**config.mk**
```make
export PLATFORM = sky130hd
export DESIGN_NAME = bfins_unit
export DESIGN_NICKNAME = d
export VERILOG_FILES = /design/src/rtl/bfins_pkg.sv /design/src/rtl/bfins_slice.sv /design/src/rtl/bfins_merge.sv /design/src/rtl/bfins_unit.sv
export SDC_FILE = /design/constraint.sdc
export NUM_CORES = 1
export LEC_CHECK = 0
export ABC_CLOCK_PERIOD_IN_PS = 4710
export BUFFER_PORTS_ARGS = -buffer_cell sky130_fd_sc_hd__buf_2
export CAP_MARGIN = 20
export CELL_PAD_IN_SITES_DETAIL_PLACEMENT = 0
export CELL_PAD_IN_SITES_GLOBAL_PLACEMENT = 1
export CORE_MARGIN = 8
export CORE_UTILIZATION = 44
export CTS_BUF_LIST = sky130_fd_sc_hd__clkbuf_2
export CTS_CLUSTER_DIAMETER = 200
export DETAILED_ROUTE_END_ITERATION = 7
export GPL_TIMING_DRIVEN = 0
export PLACE_DENSITY_LB_ADDON = 0.1
export REMOVE_ABC_BUFFERS = 1
export SETUP_SLACK_MARGIN = 0.05
export SYNTH_ARGS = -nofsm -noshare
export SYNTH_HDL_FRONTEND = slang
export SYNTH_HIERARCHICAL = 1
export SYNTH_SLANG_ARGS = --single-unit
```
**constraint.sdc**
```tcl
create_clock -name clk -period 4.71 [get_ports clk]
set_input_delay 0.2355 -clock clk [delete_from_list [all_inputs] [get_ports clk]]
set_output_delay 0.2355 -clock clk [all_outputs]
set_load 0.02 [all_outputs]
```
**src/rtl/bfins_pkg.sv**
```systemverilog
// Package: shared widths and the decoded-field record for the bitfield
// insert unit. Assumes 32-bit instruction words and 16 registers.
package bfins_pkg;
    localparam int INSN_W = 32;
    localparam int DATA_W = 32;
    localparam int POS_W  = $clog2(DATA_W);
    localparam int IDX_W  = 4;

    typedef struct packed {
        logic             fixed_ok;
        logic [IDX_W-1:0] rn;
        logic [IDX_W-1:0] rd;
        logic [POS_W-1:0] lsb;
        logic [POS_W-1:0] msb;
    } bf_fields_t;
endpackage

```
**src/rtl/bfins_slice.sv**
```systemverilog
// Module: slices one instruction layout into register indices and field
// positions, and checks that layout's fixed bits. ALT_LAYOUT chooses which
// layout this instance decodes. Purely combinational; assumes 32-bit words.
module bfins_slice
    import bfins_pkg::*;
#(
    parameter bit ALT_LAYOUT = 1'b0
) (
    input  logic [INSN_W-1:0] insn,
    output bf_fields_t        fields
);
    generate
        if (ALT_LAYOUT) begin : g_alt
            // Alternate layout: bottom position split over two fragments.
            always_comb begin
                fields.fixed_ok = (insn[31:20] == 12'hF36) && !insn[15] && !insn[5];
                fields.rn       = insn[19:16];
                fields.rd       = insn[11:8];
                fields.lsb      = {insn[14:12], insn[7:6]};
                fields.msb      = insn[4:0];
            end
        end else begin : g_pri
            logic unused_cond;
            // The condition field is evaluated outside this unit.
            assign unused_cond = ^insn[31:28];
            // Primary layout: contiguous fields.
            always_comb begin
                fields.fixed_ok = (insn[27:21] == 7'b0111110) && (insn[6:4] == 3'b001);
                fields.rn       = insn[3:0];
                fields.rd       = insn[15:12];
                fields.lsb      = insn[11:7];
                fields.msb      = insn[20:16];
            end
        end
    endgenerate
endmodule

```
**src/rtl/bfins_merge.sv**
```systemverilog
// Module: builds the field mask from bottom/top positions and merges the
// shifted source into the destination. Combinational. When msb < lsb the
// mask is empty, and the caller flags the encoding as invalid.
module bfins_merge
    import bfins_pkg::*;
#(
    parameter int W  = DATA_W,
    parameter int PW = POS_W
) (
    input  logic [W-1:0]  dst,
    input  logic [W-1:0]  src,
    input  logic [PW-1:0] lsb,
    input  logic [PW-1:0] msb,
    output logic [W-1:0]  mask,
    output logic [W-1:0]  merged
);
    logic [W-1:0] shifted;

    // Source aligned so its bit 0 sits at the bottom position.
    assign shifted = src << lsb;

    genvar gi;
    generate
        for (gi = 0; gi < W; gi++) begin : g_bit
            // One mask bit: set when this position lies inside the field.
            assign mask[gi] = (PW'(gi) >= lsb) && (PW'(gi) <= msb);
        end
    endgenerate

    // Keep outside bits, take inside bits from the aligned source.
    assign merged = (dst & ~mask) | (shifted & mask);
endmodule

```
**src/rtl/bfins_unit.sv**
```systemverilog
// Module: top of the bitfield insert unit. Decodes both layouts, picks one
// with in_fmt_alt, validates the fields, merges, and registers the result
// with one cycle of latency. Assumes the caller supplies register values
// already read. No flag outputs exist, so no flag update is possible.
module bfins_unit
    import bfins_pkg::*;
(
    input  logic              clk,
    input  logic              rst_n,
    input  logic              in_valid,
    input  logic [INSN_W-1:0] in_insn,
    input  logic              in_fmt_alt,
    input  logic              in_cond_pass,
    input  logic [DATA_W-1:0] in_dst_val,
    input  logic [DATA_W-1:0] in_src_val,
    output logic              out_valid,
    output logic              out_we,
    output logic              out_invalid,
    output logic [IDX_W-1:0]  out_rd,
    output logic [DATA_W-1:0] out_data
);
    localparam logic [IDX_W-1:0] RSVD_IDX = {IDX_W{1'b1}};

    bf_fields_t        pri_f, alt_f, sel_f;
    logic              enc_bad;
    logic [DATA_W-1:0] fmask, merged;

    bfins_slice #(.ALT_LAYOUT(1'b0)) u_pri (.insn(in_insn), .fields(pri_f));
    bfins_slice #(.ALT_LAYOUT(1'b1)) u_alt (.insn(in_insn), .fields(alt_f));

    // Choose the layout named by the format select.
    assign sel_f = in_fmt_alt ? alt_f : pri_f;

    // Reject bad fixed bits, a reversed field, or the reserved source slot.
    assign enc_bad = !sel_f.fixed_ok || (sel_f.msb < sel_f.lsb) || (sel_f.rn == RSVD_IDX);

    bfins_merge #(.W(DATA_W), .PW(POS_W)) u_merge (
        .dst    (in_dst_val),
        .src    (in_src_val),
        .lsb    (sel_f.lsb),
        .msb    (sel_f.msb),
        .mask   (fmask),
        .merged (merged)
    );

    // Control outputs: reset-cleared valid, write enable and invalid flag.
    always_ff @(posedge clk) begin
        if (!rst_n) begin
            out_valid   <= 1'b0;
            out_we      <= 1'b0;
            out_invalid <= 1'b0;
        end else begin
            out_valid   <= in_valid;
            out_we      <= in_valid && in_cond_pass && !enc_bad;
            out_invalid <= in_valid && enc_bad;
        end
    end

    // Data outputs: captured only when an instruction is presented.
    always_ff @(posedge clk) begin
        if (in_valid) begin
            out_data <= merged;
            out_rd   <= sel_f.rd;
        end
    end

    // Assertions, each next to the logic it guards.
    a_r9_valid_follows: assert property (@(posedge clk) disable iff (!rst_n)
        in_valid |=> out_valid);
    a_r9_idle_follows: assert property (@(posedge clk) disable iff (!rst_n)
        !in_valid |=> !out_valid);
    a_r5_cond_gates_write: assert property (@(posedge clk) disable iff (!rst_n)
        (in_valid && !in_cond_pass) |=> !out_we);
    a_r6_reversed_invalid: assert property (@(posedge clk) disable iff (!rst_n)
        (in_valid && (sel_f.msb < sel_f.lsb)) |=> (out_invalid && !out_we));
    a_r7_reserved_src: assert property (@(posedge clk) disable iff (!rst_n)
        (in_valid && (sel_f.rn == RSVD_IDX)) |=> (out_invalid && !out_we));
    a_r8_pri_fixed_bits: assert property (@(posedge clk) disable iff (!rst_n)
        (in_valid && !in_fmt_alt && (in_insn[6:4] != 3'b001)) |=> out_invalid);
    a_r2_alt_fixed_bits: assert property (@(posedge clk) disable iff (!rst_n)
        (in_valid && in_fmt_alt && (in_insn[15] || in_insn[5])) |=> out_invalid);
    a_r8_no_write_when_invalid: assert property (@(posedge clk) disable iff (!rst_n)
        out_invalid |-> (!out_we && out_valid));
    a_r3_outside_kept: assert property (@(posedge clk) disable iff (!rst_n)
        !enc_bad |-> (((merged ^ in_dst_val) & ~fmask) == '0));
    a_r4_inside_from_src: assert property (@(posedge clk) disable iff (!rst_n)
        !enc_bad |-> (((merged ^ (in_src_val << sel_f.lsb)) & fmask) == '0));
endmodule

```
==> out/qor.yml <==
pwr_density_cell_mw_per_mm2: 246
crit_path_max_fanout: 22
max_cap_viol_count: 0
viasPerCell: 6.28
path_buf_inv: 4
cts_max_level: 2
maxSlewHeadroom: 0.343
grt_setup_unrepaired: "no"
crit_family: "buffers and inverters"
finalNetCount: 667
syn_to_final_growth_pct: 12.2
yosys_warnings: 6
grt_pass1_vias: 4353
wire_per_inst_um: 22.6
required_ns: 5.04
ios: 140
antenna_found_initial: 1
post-route-min-period_ns: 3.25
layout-drive-gt1-share: 0.382
setup_tns_ns: 0
crit_path_top_delay_cell: "inv_1"
post-cts-setup-buffers: 0
crit_type: "input port to flip-flop"
p_total_mw: 1.32
p_leak_nw: 2.20
cts_hold_buf: 0
slew_viol_final: 0
synth_cells: 488
cp.arrival_ns: 3.58
setup.worst_path.end: "out_data[22]"
drc: 3
dieHeight_um: 120
wl_um: 15900
cts_buffer_depth: 2
drtIter0Drc: 373
cts_tree: "built"
worstHoldPathType: "input port to flip-flop"
critical_path_depth: 9
cp_common_cell: "inv_1"
grt_remaining_overflow: 0
cts_buffers: 5
grt.total_usage: 0.216
worst_slew_pin_slew_ns: 0.984
dr_total_vias: 4423
cts_sinks: 39
drtAntennaViolNets: 0
fmax_mhz: 308
place_hpwl_um: 12200
outcome: "finished with violations"
coreArea_mm2: 0.0107
grt_max_degree: 60
cp_cell_sequence: "buf_2, mux2i_1, inv_1, buf_16, inv_1, mux2_2, o21ai_0, a32oi_1, a21oi_1"
io_buffers: 139
grt_pass1_wl_um: 24800
slowest_delay_ns: 0.72
layout_common_cells: "buf_2, mux2i_1, nand2_1"
avgSynthCellArea_um2: 9.78
ir_worst_vdd_mv: 0.128
post_cts_resized: 0
initial_utilization: 0.446
finalHoldViolCount: 0
globalplace.congestion: 0.937
stdcell_area_mm2: 0.00535
start_kind: "input port"
cts-root-buf: "clkbuf_2"
rows: 38
setup.worst_path.start: "in_fmt_alt"
setup_viol: 0
first_pass_iters: 8
violations: "design-rule violations"
die_area_mm2: 0.0144
crit_path_end_kind: "flip-flop"
placed_area_mm2: 0.00526
clk_pin_slew_ns: 0.25
final_common_cell: "buf_2"
die_width_um: 120
synth_area_mm2: 0.00477
post-route-period-util: 0.690
==> metrics by stage <==
stage | hold slack, ns | cells | setup slack, ns | utilization
floorplan | 0.348 | 412 | 1.08 | -
global route | 0.00632 | 704 | 1.26 | 0.500
global placement | 0.464 | 691 | 0.00221 | 0.481
finish | 0.0322 | 704 | 1.46 | 0.500
CTS | 0.0174 | 703 | 1.46 | 0.500
detailed placement | 0.483 | 695 | 0.969 | 0.491
==> worst min path at each step <==
stage / startpoint / end / slack, ns / depth (start not counted)
after floorplan: in_valid / out_data[0] / 0.35 / 0
after global placement: in_cond_pass / out_we / 0.46 / 3
after detailed placement: in_cond_pass / out_we / 0.48 / 3
after CTS: in_cond_pass / out_we / 0.02 / 3
after global routing: in_cond_pass / out_we / 0.006 / 3
final: in_cond_pass / out_we / 0.03 / 3
==> layout make-up <==
type | count | area (um2)
fill | 1033 | 5350
sequential | 39 | 1140
multi-input combinational | 360 | 3080
tap | 140 | 175
clock buffer | 5 | 25.0
timing repair buffer | 143 | 806
inverter | 13 | 51.3
clock inverter | 3 | 67.6
antenna | 1 | 2.50
==> state kept, by name, summed over array words and instances (netlist names) <==
name and count:
out_we 1, out_data 32, out_invalid 1, out_valid 1, out_rd 4
==> power breakdown <==
group          internal, mW  switching (mW)
Clock                 0.143           0.125
Combinational         0.253           0.365
Sequential            0.422         0.00754
==> metal layers <==
| layer | global-route usage | vias up | wire length [um] |
|---|---|---|---|
| li1 | - | 2015 | - |
| met1 | 0.288 | 2189 | 6920 |
| met2 | 0.348 | 206 | 7440 |
| met3 | 0.0503 | 13 | 1340 |
| met4 | 0.0523 | 0 | 227 |
| met5 | 0 | - | 0 |
(Power assumes the default switching activity.)
